## src/rtl/dma_ag_pkg.sv

```systemverilog
package dma_ag_pkg;

    localparam int CNT_W = 10;
    localparam int EXP_W = 4;
    localparam int CTRL_W = 32;

    localparam logic [2:0] MODE_STOP = 3'b000;
    localparam logic [1:0] INC_NONE = 2'b11;

    typedef struct packed {
        logic [1:0]       dst_inc;
        logic [1:0]       dst_size;
        logic [1:0]       src_inc;
        logic [1:0]       src_size;
        logic [5:0]       spare;
        logic [EXP_W-1:0] batch_exp;
        logic [CNT_W-1:0] remain;
        logic             flag;
        logic [2:0]       mode;
    } ctrl_word_t;

    typedef enum logic [1:0] {
        ST_IDLE      = 2'd0,
        ST_ACTIVE    = 2'd1,
        ST_WRITEBACK = 2'd2
    } ag_state_t;

endpackage

```

## src/rtl/dma_ag_addr.sv

```systemverilog
module dma_ag_addr #(
    parameter int ADDR_W = 32,
    parameter int CNT_W  = 10
) (
    input  logic [ADDR_W-1:0] end_ptr,
    input  logic [CNT_W-1:0]  remain,
    input  logic [1:0]        inc_code,
    output logic [ADDR_W-1:0] addr
);
    localparam int SHIFT_MAX = 2;

    logic [ADDR_W-1:0] wide_cnt;
    logic [ADDR_W-1:0] offset;

    always_comb begin
        wide_cnt = '0;
        wide_cnt[CNT_W-1:0] = remain;
        offset = '0;
        for (int s = 0; s <= SHIFT_MAX; s++) begin
            if (inc_code == 2'(s)) begin
                offset = wide_cnt << s;
            end
        end
        addr = end_ptr - offset;
    end

endmodule

```

## src/rtl/dma_ag_count.sv

```systemverilog
module dma_ag_count #(
    parameter int CNT_W = 10,
    parameter int EXP_W = 4
) (
    input  logic             clk,
    input  logic             rst_n,
    input  logic             load,
    input  logic [CNT_W-1:0] load_remain,
    input  logic [EXP_W-1:0] load_exp,
    input  logic             step,
    output logic [CNT_W-1:0] remain,
    output logic             last_xfer,
    output logic             batch_end
);
    localparam int BCNT_W = (1 << EXP_W) + 1;

    logic [BCNT_W-1:0] batch_cnt;
    logic [EXP_W-1:0]  exp_q;
    logic [BCNT_W-1:0] batch_lim;

    assign batch_lim = (BCNT_W'(1) << exp_q) - BCNT_W'(1);
    assign last_xfer = (remain == '0);
    assign batch_end = (batch_cnt == batch_lim);

    always_ff @(posedge clk or negedge rst_n) begin
        if (!rst_n) begin
            remain    <= '0;
            batch_cnt <= '0;
            exp_q     <= '0;
        end else if (load) begin
            remain    <= load_remain;
            batch_cnt <= '0;
            exp_q     <= load_exp;
        end else if (step) begin
            remain    <= last_xfer ? remain : remain - CNT_W'(1);
            batch_cnt <= batch_cnt + BCNT_W'(1);
        end
    end

    AST_COUNT_STEP: assert property (@(posedge clk) disable iff (!rst_n)
        (step && !load && remain != '0) |=> (remain == $past(remain) - CNT_W'(1)));

    AST_COUNT_SATURATE: assert property (@(posedge clk) disable iff (!rst_n)
        (step && !load && remain == '0) |=> (remain == '0));

endmodule

```

## src/rtl/dma_ag_pack.sv

```systemverilog
module dma_ag_pack
    import dma_ag_pkg::*;
#(
    parameter int CNT_W_P = CNT_W
) (
    input  ctrl_word_t          ctrl_q,
    input  logic [CNT_W_P-1:0]  remain,
    input  logic                job_done,
    output ctrl_word_t          wb
);
    always_comb begin
        wb          = ctrl_q;
        wb.remain   = remain;
        wb.dst_size = ctrl_q.src_size;
        if (job_done) begin
            wb.mode = MODE_STOP;
        end
    end
endmodule

```

## src/rtl/dma_addr_wb.sv

```systemverilog
module dma_addr_wb
    import dma_ag_pkg::*;
#(
    parameter int ADDR_W = 32
) (
    input  logic              clk,
    input  logic              rst_n,
    input  logic              desc_load,
    input  logic [31:0]       desc_ctrl,
    input  logic [ADDR_W-1:0] desc_src_end,
    input  logic [ADDR_W-1:0] desc_dst_end,
    input  logic              xfer_done,
    output logic              addr_valid,
    output logic [ADDR_W-1:0] src_addr,
    output logic [ADDR_W-1:0] dst_addr,
    output logic [1:0]        xfer_size,
    output logic [9:0]        count_out,
    output logic              wb_valid,
    output logic [31:0]       wb_word
);
    ag_state_t  state, state_nx;
    ctrl_word_t ctrl_in, ctrl_q, wb_s;
    logic [ADDR_W-1:0] src_end_q, dst_end_q;
    logic [ADDR_W-1:0] addr_raw [2];
    logic [ADDR_W-1:0] end_q    [2];
    logic [1:0]        inc_q    [2];
    logic load_ok, step, job_done_q;
    logic [CNT_W-1:0] remain;
    logic last_xfer, batch_end;

    assign ctrl_in = ctrl_word_t'(desc_ctrl);
    assign load_ok = (state == ST_IDLE) && desc_load && (ctrl_in.mode != MODE_STOP);
    assign step    = (state == ST_ACTIVE) && xfer_done;

    // State register
    always_ff @(posedge clk or negedge rst_n) begin
        if (!rst_n) begin
            state <= ST_IDLE;
        end else begin
            state <= state_nx;
        end
    end

    // Transitions: LOAD, BATCH_END, RETIRE
    always_comb begin
        state_nx = state;
        unique case (state)
            ST_IDLE:      if (load_ok) state_nx = ST_ACTIVE;
            ST_ACTIVE:    if (step && (last_xfer || batch_end)) state_nx = ST_WRITEBACK;
            ST_WRITEBACK: state_nx = ST_IDLE;
            default:      state_nx = ST_IDLE;
        endcase
    end

    // Descriptor registers
    always_ff @(posedge clk or negedge rst_n) begin
        if (!rst_n) begin
            ctrl_q     <= '0;
            src_end_q  <= '0;
            dst_end_q  <= '0;
            job_done_q <= 1'b0;
        end else if (load_ok) begin
            ctrl_q     <= ctrl_in;
            src_end_q  <= desc_src_end;
            dst_end_q  <= desc_dst_end;
            job_done_q <= 1'b0;
        end else if (step && last_xfer) begin
            job_done_q <= 1'b1;
        end
    end

    dma_ag_count #(.CNT_W(CNT_W), .EXP_W(EXP_W)) u_count (
        .clk        (clk),
        .rst_n      (rst_n),
        .load       (load_ok),
        .load_remain(ctrl_in.remain),
        .load_exp   (ctrl_in.batch_exp),
        .step       (step),
        .remain     (remain),
        .last_xfer  (last_xfer),
        .batch_end  (batch_end)
    );

    assign end_q[0] = src_end_q;
    assign end_q[1] = dst_end_q;
    assign inc_q[0] = ctrl_q.src_inc;
    assign inc_q[1] = ctrl_q.dst_inc;

    for (genvar g = 0; g < 2; g++) begin : g_side
        dma_ag_addr #(.ADDR_W(ADDR_W), .CNT_W(CNT_W)) u_addr (
            .end_ptr (end_q[g]),
            .remain  (remain),
            .inc_code(inc_q[g]),
            .addr    (addr_raw[g])
        );
    end

    dma_ag_pack u_pack (
        .ctrl_q  (ctrl_q),
        .remain  (remain),
        .job_done(job_done_q),
        .wb      (wb_s)
    );

    // Outputs
    always_comb begin
        addr_valid = 1'b0;
        wb_valid   = 1'b0;
        unique case (state)
            ST_IDLE:      ;
            ST_ACTIVE:    addr_valid = 1'b1;
            ST_WRITEBACK: wb_valid = 1'b1;
            default:      ;
        endcase
        src_addr  = addr_raw[0];
        dst_addr  = addr_raw[1];
        xfer_size = ctrl_q.src_size;
        count_out = remain;
        wb_word   = wb_s;
    end

    AST_WB_ONE_CYCLE: assert property (@(posedge clk) disable iff (!rst_n)
        wb_valid |=> !wb_valid);

    AST_WB_EXCLUSIVE: assert property (@(posedge clk) disable iff (!rst_n)
        !(wb_valid && addr_valid));

    AST_IDLE_DONE_IGNORED: assert property (@(posedge clk) disable iff (!rst_n)
        (state == ST_IDLE && !desc_load && xfer_done) |=> (state == ST_IDLE));

    AST_STOP_LOAD_IGNORED: assert property (@(posedge clk) disable iff (!rst_n)
        (state == ST_IDLE && desc_load && desc_ctrl[2:0] == MODE_STOP) |=> !addr_valid);

    AST_FINAL_MODE: assert property (@(posedge clk) disable iff (!rst_n)
        (step && last_xfer) |=> (wb_valid && wb_word[2:0] == MODE_STOP));

    AST_INC_NONE: assert property (@(posedge clk) disable iff (!rst_n)
        (addr_valid && ctrl_q.dst_inc == INC_NONE) |-> (dst_addr == dst_end_q));

endmodule

```

## config.mk

```make
export PLATFORM = sky130hd
export DESIGN_NAME = dma_addr_wb
export DESIGN_NICKNAME = d
export VERILOG_FILES = /design/src/rtl/dma_ag_pkg.sv /design/src/rtl/dma_ag_addr.sv /design/src/rtl/dma_ag_count.sv /design/src/rtl/dma_ag_pack.sv /design/src/rtl/dma_addr_wb.sv
export SDC_FILE = /design/constraint.sdc
export NUM_CORES = 1
export LEC_CHECK = 0
export ABC_CLOCK_PERIOD_IN_PS = 3820
export BUFFER_PORTS_ARGS = -buffer_cell sky130_fd_sc_hd__buf_2
export CORE_AREA = 2 2 176 161
export DETAILED_ROUTE_END_ITERATION = 16
export DIE_AREA = 0 0 178 163
export GPL_TIMING_DRIVEN = 0
export SLEW_MARGIN = 20
export SYNTH_ARGS = -nofsm -noshare
export SYNTH_HDL_FRONTEND = slang
export SYNTH_SLANG_ARGS = --single-unit
```

## constraint.sdc

```tcl
create_clock -name clk -period 3.82 [get_ports clk]
set_input_delay 0.191 -clock clk [delete_from_list [all_inputs] [get_ports clk]]
set_output_delay 0.191 -clock clk [all_outputs]
set_load 0.02 [all_outputs]
```

==> results of run 1 <==
placed cells by master (no fill, tap or decap), types with 16 or more instances in the layout:
cell and count:
ha_1 26, buf_4 40, nor2_1 68, dfrtp_1 110
nand2_1 288, xnor2_1 51, clkbuf_1 35, xor2_1 28
dlygate4sd3_1 82, a21oi_1 41, o21ai_0 36, nand3_1 16
inv_1 20, nor2b_1 21, clkbuf_16 17, buf_2 213
mux2i_1 19
worst min-delay path, cell delays in order:
cell and delay [ps]:
buf_2 70, nand2_1 60, nand2_1 60
through the flow:
step | TNS, ps | utilization (%) | worst slack, ps | total power [mW] | instances
after floorplan | 0 | - | 394.7 | 8.004 | 1009
after global placement | -450.4 | 34.90 | -120.3 | 10.36 | 1576
after detailed placement | -568.8 | 35.04 | -105.1 | 10.46 | 1577
after CTS | -51.04 | 40.34 | -51.04 | 12.30 | 1689
after global routing | -19.06 | 40.88 | -19.06 | 13.46 | 1692
final | 0 | 40.89 | 102.8 | 12.49 | 1693
final timing paths:
| path | endpoint |
|---|---|
| min in group asynchronous | src_end_q[21]$_DFFE_PN0P_ |
| max in group asynchronous | u_count.batch_cnt[14]$_DFFE_PN0P_ |
| setup reg to reg | state[1]$_DFFE_PN0P_ |
| hold reg to reg | ctrl_q[23]$_DFFE_PN0P_ |
| hold / removal | dst_end_q[6]$_DFFE_PN0P_ |
| setup / recovery | dst_addr[24] |
metal layers:
metal	GRT usage, %	up-vias
li1	-	4013
met1	24.18	3794
met2	28.31	228
met3	3.338	40
met4	7.303	0
met5	0	-
power breakdown:
| group | total (mW) | internal [mW] | switching [mW] |
|---|---|---|---|
| clock | 1.62 | 0.984 | 0.632 |
| sequential | 2.27 | 1.70 | 0.575 |
| combinational | 8.60 | 3.34 | 5.26 |
| total | 12.5 | 6.02 | 6.47 |
area by class of cell:
class	count	share of cell area, %
sequential	114	25.55
inverter	20	0.6711
multi-input combinational	786	42.66
tap	360	4.026
clock buffer	18	3.926
clock inverter	14	1.387
antenna	1	0.02237
timing repair buffer	296	17.44
buffer	84	4.328
flip-flops by register name (all words and copies together) (netlist names):
| signal | flops |
|---|---|
| dst_end_q | 32 |
| src_end_q | 32 |
| u_count.batch_cnt | 17 |
| ctrl_q | 14 |
| u_count.remain | 10 |
| u_count.exp_q | 4 |
| state | 2 |
| xfer_size | 2 |
| job_done_q | 1 |
logic make-up (layout without fill, tap and decap cells):
| group | Yosys count | after routing |
|---|---|---|
| xor gates and xnor gates | 79 | 79 |
| adders and majority gates | 29 | 29 |
| and+or+nand+nor | 501 | 501 |
| buffers and inverters | 109 | 432 |
| DFF | 114 | 114 |
| other | 0 | 1 |
| muxes | 19 | 19 |
| AOI/OAI and AO/OA | 158 | 158 |
repair_timing:
| item | CTS | global route |
|---|---|---|
| hold endpoints to repair | 135 | 0 |
| setup buffers | 2 | 4 |
| endpoints found under the setup margin | 42 | 34 |
| pin swaps | 4 | 5 |
| gates resized for setup | 14 | 29 |
| cloned | 0 | 0 |
| hold buffers | 82 | 0 |
==> flow_summary_export.csv, run 1 <==
group,metric,value,unit
critical_path,end_kind,"output pin",
routing,routed_wl,26290,um
global_routing,grt_pass1_vias,7824,
routing,antenna_left,0,
clocking,cts_tree,"done",
logic_synthesis,syn_area,8061,um2
critical_path,rrSetupSlack,510,ps
run_status,status,"complete, no violations",
timing,layout_min_cycle_time,3717,ps
clocking,cts-root-buf,"clkbuf_16",
critical_path,crit_path_max_fanout,10,
clocking,clockBufferDepth,2,
logic_synthesis,async_reset_ff_share,100.0,%
global_routing,antenna_found_initial,0,
routing,top_layer,"met4",
timing,finalSetupViolCount,0,
critical_path,worstSetupPathType,"reg -> out",
logic_synthesis,ys_ff_latch,114,
min_path,min_from,"desc_dst_end[6]",
logic_synthesis,yosysUniqueCellTypes,75,
final_layout,n_fill_cell,2770,
critical_path,start_kind,"flop",
logic_synthesis,synth_fa_ha_area_share,4.687,%
global_routing,gr-usage-all-layers,17.96,%
floorplanning,rows,58,
routing,wl_met1,12120,um
flow_run,drv_cap,0,
logic_synthesis,synthesis.nets,1138,
timing,slew_viol_final,0,
pwr,pwr_density_cell,1116,nW/um2
global_routing,grt_max_degree,61,
pwr,p_leak,5.362,nW
final_layout,drive_gt1_share,25.00,%
placement,dpl-instance-area,9587,um2
routing,wire_per_inst,15.53,um
critical_path,path_delay_family,"compound AO/OA/AOI/OAI gates",
floorplanning,core_area,27360,um2
logic_synthesis,yosys_warnings,0,
critical_path,cp_cell_sequence,"nor2b_1, clkbuf_2, a21oi_1, ha_1, buf_2, a21o_1, a211oi_4, o21ai_2, or2_0, buf_2, nor4_1, xor2_1, buf_2",
final_layout,register_area,2858,um2
logic_synthesis,yosys.area_share.simple,28.96,%
routing,wl_met2,12010,um
critical_path,crit_top_cell,"buf_2",
routing,via_count,8075,
timing,finalHoldViolCount,0,
critical_path,startpoint,"ctrl_q[31]$_DFFE_PN0P_",
floorplanning,io_pins,210,
final_layout,multi_input_area,4772,um2
clocking,cts_sinks,114,
logic_synthesis,synthFlopType,"dfrtp_1",
logic_synthesis,syn_area_per_cell,7.990,um2
placement,numPortBuffers,207,
placement,place.gp.congestion,0.9010,
clocking,clk_pin_slew_worst_paths,60,ps
routing,firstDrtPassIters,4,
critical_path,crit_required,3630,ps
logic_synthesis,synth_top_area_share,35.39,%
placement,dp_hpwl,19320,um
timing,slew_headroom,44.45,%
pwr,peakVddDrop,0.4016,mV
logic_synthesis,yosysMostFrequentCell,"nand2_1",
final_layout,final_nets,1448,
critical_path,worstReg2RegStart,"u_count.exp_q[0]$_DFFE_PN0P_",
critical_path,cp.depth,13,
final_layout,fin_area,11190,um2
critical_path,cp_slowest_cell,"dfrtp_1",
clocking,htreeDepth,4,
final_layout,area_growth,38.77,%
routing,met3_wirelength,1419,um
global_routing,grt_pass1_wl,40550,um
logic_synthesis,synthTopCellsByCount,"nand2_1 (288), dfrtp_1 (114), nor2_1 (68)",
floorplanning,die_h,163,um
global_routing,grt_overflow,0,
routing,vias_per_cell,4.770,
clocking,numCtsBuffers,17,
logic_synthesis,post_synth_mux_area_share,2.359,%
min_path,min_path_type,"in -> reg",
critical_path,worst_path_largest_cell_delay,430,ps
floorplanning,die_w,178,um
timing,tightest_slew,828.3,ps
timing,whs,0.2382,ps
floorplanning,dieArea,29010,um2
timing,fin_skew,10.20,ps
routing,drc_errors,0,
logic_synthesis,synth_xor_area_share,8.583,%
logic_synthesis,netlist_top_cells_area,"dfrtp_1 (35%), nand2_1 (13%), xnor2_1 (5.5%), ha_1 (4.2%), nor2_1 (3.2%)",
logic_synthesis,syn_inst,1009,
floorplanning,start_util,29.47,%
logic_synthesis,synth_top_area_cell,"dfrtp_1",
logic_synthesis,synth_compound_area_share,13.24,%
min_path,hold_path_depth,3,
logic_synthesis,synth_top_family_by_area,"simple AND/OR/NAND/NOR gates",
timing,fmax,0.2690,GHz
critical_path,critPathBufInv,4,
routing,drt_iter0_markers,505,
critical_path,r2r_cells,11,
clocking,clk_latency,430,ps
logic_synthesis,synth_edf_count,0,
critical_path,cp.arrival,3530,ps
timing,period_share,97.31,%
logic_synthesis,seq_area_frac_synth,35.39,%
(Power assumes the default switching activity.)
==> inputs of run 2 (changes only) <==
--- a/config.mk
+++ b/config.mk
@@ -6,10 +6,10 @@
 export NUM_CORES = 1
 export LEC_CHECK = 0
 export ABC_CLOCK_PERIOD_IN_PS = 3820
-export BUFFER_PORTS_ARGS = -buffer_cell sky130_fd_sc_hd__buf_2
 export CORE_AREA = 2 2 176 161
 export DETAILED_ROUTE_END_ITERATION = 16
 export DIE_AREA = 0 0 178 163
+export DONT_BUFFER_PORTS = 1
 export GPL_TIMING_DRIVEN = 0
 export SLEW_MARGIN = 20
 export SYNTH_ARGS = -nofsm -noshare
==> run 2 against run 1 <==
Worst setup slack improved by 7.7 ps. Final cell count fell by 11%. Via count fell by 7.3%. Sequential share of layout area rose by 1.4 points. Critical path type unchanged. Hold slack improved by 120 ps.
==> flow_summary_export.csv, run 2 (synthesis gave the netlist of run 1 again) <==
group,metric,value,unit
run_status,status,"complete, no violations",
timing,period_share,97.11,%
flow_run,drv_cap,0,
global_routing,grt_pass1_wl,39540,um
min_path,min_path_type,"in -> reg",
critical_path,end_kind,"output pin",
critical_path,worstSetupPathType,"reg -> out",
critical_path,crit_required,3630,ps
clocking,htreeDepth,4,
final_layout,final_util,38.84,%
critical_path,cp.arrival,3520,ps
routing,wire_per_inst,17.30,um
timing,slew_headroom,49.01,%
placement,dpl-instance-area,8517,um2
timing,layout_min_cycle_time,3710,ps
routing,drc_errors,0,
floorplanning,die_w,178,um
routing,drt_iter0_markers,566,
critical_path,start_kind,"flop",
routing,antenna_left,0,
critical_path,rrSetupSlack,570,ps
min_path,hold_end,"u_count.batch_cnt[1]$_DFFE_PN0P_",
clocking,clk_pin_slew_worst_paths,70,ps
floorplanning,die_h,163,um
routing,routed_wl,26020,um
global_routing,gr-usage-all-layers,17.53,%
clocking,clockBufferDepth,2,
timing,finalSetupViolCount,0,
timing,finalHoldViolCount,0,
routing,firstDrtPassIters,5,
timing,tightest_slew,760.3,ps
timing,fin_skew,8.198,ps
timing,fin_tns_setup,0,ps
floorplanning,start_util,29.47,%
timing,fmax,0.2696,GHz
routing,vias_per_cell,4.977,
final_layout,final_common_cell,"nand2_1",
global_routing,grt_max_degree,115,
clocking,cts_sinks,114,
clocking,numCtsBuffers,17,
floorplanning,core_area,27360,um2
final_layout,drive_gt1_share,15.82,%
critical_path,r2r-end,"state[1]$_DFFE_PN0P_",
global_routing,grt_pass1_vias,7180,
final_layout,n_fill_cell,2689,
global_routing,antenna_found_initial,0,
global_routing,grt_overflow,0,
clocking,cts_tree,"done",
final_layout,final_cell_mix,"nand2_1 (288), dfrtp_1 (104), dlygate4sd3_1 (95)",
final_layout,fin_area,10630,um2
min_path,hold_path_depth,3,
final_layout,final_nets,1260,
final_layout,area_growth,31.82,%
floorplanning,dieArea,29010,um2
final_layout,top_regs,"dst_end_q (32), src_end_q (32), u_count.batch_cnt (17)",
floorplanning,rows,58,
final_layout,multi_input_area,5121,um2
clocking,clk_latency,440,ps
timing,whs,124.3,ps
placement,place.gp.congestion,0.8884,
routing,via_count,7485,
final_layout,register_area,2865,um2
timing,slew_viol_final,0,
clocking,cts-root-buf,"clkbuf_16",
critical_path,crit_path_max_fanout,10,
floorplanning,io_pins,210,
min_path,min_from,"xfer_done",
final_layout,n_antenna_cell,0,
placement,numPortBuffers,0,
placement,dp_hpwl,18550,um
critical_path,r2r_cells,11,
critical_path,worstReg2RegStart,"u_count.exp_q[0]$_DFFE_PN0P_",
-- run 2: critical path: stages (launching register included) --
cell and delay [ps]:
dfrtp_1 430, nor2b_1 150, clkbuf_2 200, a21oi_2 300, ha_4 250, a211o_1 260
or3_1 330, o21ai_2 220, o21bai_4 180, a2111oi_4 430, xor2_2 330
-- run 2: what timing repair did --
item	in CTS	in global routing
pin swaps	15	14
setup endpoints to repair	47	40
hold buffers	96	0
endpoints found under the hold margin	208	0
gates resized for setup	65	40
cloned	0	1
setup buffers	1	7
-- run 2: worst max path at each step --
stage                                  startpoint            to  slack [ps]  cells past startpoint
finish                     ctrl_q[31]$_DFFE_PN0P_  dst_addr[29]         110                     10
global route        u_count.remain[4]$_DFFE_PN0P_  dst_addr[29]         -20                     11
CTS                 u_count.remain[8]$_DFFE_PN0P_  dst_addr[28]         -30                     10
detailed placement  u_count.remain[0]$_DFFE_PN0P_  dst_addr[28]        -340                     11
global placement    u_count.remain[0]$_DFFE_PN0P_  dst_addr[28]        -340                     11
floorplan                  ctrl_q[30]$_DFFE_PN0P_  dst_addr[23]         390                     12
-- run 2: final cells by class --
type	instances	share of cell area [%]
buffer	87	4.804
clock inverter	15	1.154
multi-input combinational	786	48.19
tap	360	4.239
inverter	20	0.7065
sequential	114	26.96
timing repair buffer	105	9.938
clock buffer	17	4.003
-- run 2: per-stage QoR --
stage,setup WS [ps],std cells
after floorplan,394.7,1009
after global placement,-341.3,1369
after detailed placement,-343.5,1369
after CTS,-27.07,1497
after global routing,-19.08,1504
final,110.5,1504
-- run 2: metal layers --
metal  GRT usage (%)  wire length (um)  up-vias
met1           23.35             11720     3594
met5               0                 0        -
li1                -                 -     3632
met3           4.552              1446       47
met4           6.706               741        0
met2           27.20             12110      212
Power of run 2 is not shown: default switching activity piles up to over one toggle a cycle in this logic, so the estimate is an artifact.
==> inputs of run 3 (changes only) <==
--- a/config.mk
+++ b/config.mk
@@ -11,6 +11,7 @@
 export DIE_AREA = 0 0 178 163
 export DONT_BUFFER_PORTS = 1
 export GPL_TIMING_DRIVEN = 0
+export SETUP_SLACK_MARGIN = 0.4
 export SLEW_MARGIN = 20
 export SYNTH_ARGS = -nofsm -noshare
 export SYNTH_HDL_FRONTEND = slang
==> run 3 against run 2 <==
Final cell count rose by 3.3%. Clock skew rose by 1.5 ps. Critical path depth rose by 2. Die area did not move. Global-route usage rose by 1.5 points. First-iteration DRC count rose by 5.8%. Sequential share of layout area fell by 2.9 points. Register-to-register slack improved by 120 ps. Via count rose by 6.8%. Count of clock-buffer cells in the layout did not move. Fmax fell by 1.1%. Flip-flop and latch count did not move. Critical endpoint unchanged.
==> flow_summary_export.csv, run 3 (synthesis gave the netlist of run 1 again) <==
group,metric,value,unit
run_status,status,"complete, no violations",
routing,routed_wl,28670,um
placement,place_inst,1369,
placement,dp_hpwl,18420,um
floorplanning,core_area,27360,um2
routing,vias_per_cell,5.149,
global_routing,grt_overflow,0,
floorplanning,dieArea,29010,um2
final_layout,final_common_cell,"nand2_1",
clocking,clk_pin_slew_worst_paths,60,ps
final_layout,top_regs,"dst_end_q (32), src_end_q (32), u_count.batch_cnt (17)",
timing,slew_headroom,48.61,%
critical_path,worstSetupPathType,"reg -> out",
critical_path,crit_end,"dst_addr[29]",
final_layout,register_area,2868,um2
routing,antenna_left,0,
placement,place.gp.congestion,0.8986,
routing,drc_errors,0,
critical_path,r2r-end,"state[1]$_DFFE_PN0P_",
timing,fin_tns_setup,0,ps
timing,layout_min_cycle_time,3750,ps
routing,via_count,7997,
global_routing,antenna_found_initial,1,
routing,wire_per_inst,18.46,um
critical_path,rrSetupSlack,690,ps
clocking,htreeDepth,4,
final_layout,fin_area,11910,um2
critical_path,cp.arrival,3560,ps
global_routing,grt_pass1_vias,7561,
final_layout,final_cell_mix,"nand2_1 (285), dfrtp_1 (102), dlygate4sd3_1 (95)",
critical_path,end_kind,"output pin",
final_layout,area_growth,47.68,%
final_layout,drive_gt1_share,24.92,%
floorplanning,start_util,29.47,%
placement,numPortBuffers,0,
critical_path,crit_required,3630,ps
critical_path,startpoint,"u_count.remain[5]$_DFFE_PN0P_",
critical_path,r2r_cells,12,
floorplanning,io_pins,210,
routing,drt_iter0_markers,599,
timing,finalSetupViolCount,0,
timing,layout_setup_ws,69.78,ps
timing,slew_viol_final,0,
critical_path,start_kind,"flop",
clocking,cts-root-buf,"clkbuf_16",
timing,rsz0062_at_grt,"yes",
floorplanning,die_h,163,um
clocking,numCtsBuffers,17,
routing,firstDrtPassIters,7,
clocking,clk_latency,430,ps
global_routing,grt_max_degree,115,
critical_path,crit_path_max_fanout,5,
global_routing,gr-usage-all-layers,18.99,%
clocking,clockBufferDepth,2,
floorplanning,die_w,178,um
timing,fin_skew,9.655,ps
critical_path,worstReg2RegStart,"u_count.exp_q[1]$_DFFE_PN0P_",
final_layout,instances_no_fill,1553,
timing,finalHoldViolCount,0,
final_layout,n_fill_cell,2506,
clocking,cts_tree,"done",
placement,pre_cts_slack,-400.2,ps
global_routing,grt_pass1_wl,42530,um
placement,dpl-instance-area,8518,um2
timing,fmax,0.2667,GHz
clocking,cts_sinks,114,
timing,tightest_slew,770.9,ps
final_layout,final_nets,1308,
floorplanning,rows,58,
timing,period_share,98.17,%
min_path,min_path_type,"in -> reg",
flow_run,drv_cap,0,
final_layout,multi_input_area,5822,um2
==> run 3: area by class of cell <==
class / count / area share (%)
Multi-Input combinational cell: 787 / 48.90
Sequential cell: 114 / 24.09
Timing Repair Buffer: 150 / 12.33
Buffer: 89 / 5.402
Tap cell: 360 / 3.783
Clock buffer: 17 / 3.573
Clock inverter: 15 / 1.240
Inverter: 20 / 0.6621
Antenna cell: 1 / 0.02102
==> run 3: worst min path at each step <==
| stage | from | endpoint | slack [ps] | depth (start not counted) |
|---|---|---|---|---|
| floorplan | rst_n | ctrl_q[0]$_DFFE_PN0P_ | -100 | 0 |
| global placement | rst_n | src_end_q[19]$_DFFE_PN0P_ | -100 | 0 |
| detailed placement | rst_n | src_end_q[19]$_DFFE_PN0P_ | -100 | 0 |
| CTS | xfer_done | u_count.batch_cnt[1]$_DFFE_PN0P_ | 110 | 3 |
| global route | xfer_done | u_count.batch_cnt[1]$_DFFE_PN0P_ | 120 | 3 |
| finish | xfer_done | u_count.batch_cnt[1]$_DFFE_PN0P_ | 110 | 3 |
==> run 3: per-stage QoR <==
step / utilization [%] / hold WS (ps)
finish: 43.52 / 113.4
floorplan: - / -104.6
global placement: 31.12 / -102.6
global route: 43.52 / 116.7
CTS: 42.09 / 106.0
detailed placement: 31.14 / -103.0
==> run 3: per-layer routing <==
layer	vias up	share of wire, %	global-route usage, %
met2	325	48	30.55
met3	75	6.6	4.225
met1	3872	42	24.53
met4	0	3.7	8.048
li1	3725	-	-
met5	-	0	0
==> run 3: worst max-delay path, cell delays in order (launching register included) <==
cell	delay [ps]
dfrtp_2	470
buf_6	150
mux2i_1	150
nor2_1	100
a21oi_4	170
ha_4	230
buf_6	110
a211o_1	280
or3_4	350
o21ai_4	180
o21bai_4	150
a2111oi_4	440
xor2_2	360
==> run 3: timing repair <==
action / 4_1_cts / 5_1_grt
endpoints found under the setup margin: 52 / 50
hold buffers: 96 / 0
setup buffers: 39 / 13
pin swaps: 59 / 49
hold endpoints to repair: 208 / 0
cloned: 3 / 0
gates resized for setup: 205 / 64
Power of run 3 is left out for the same reason.
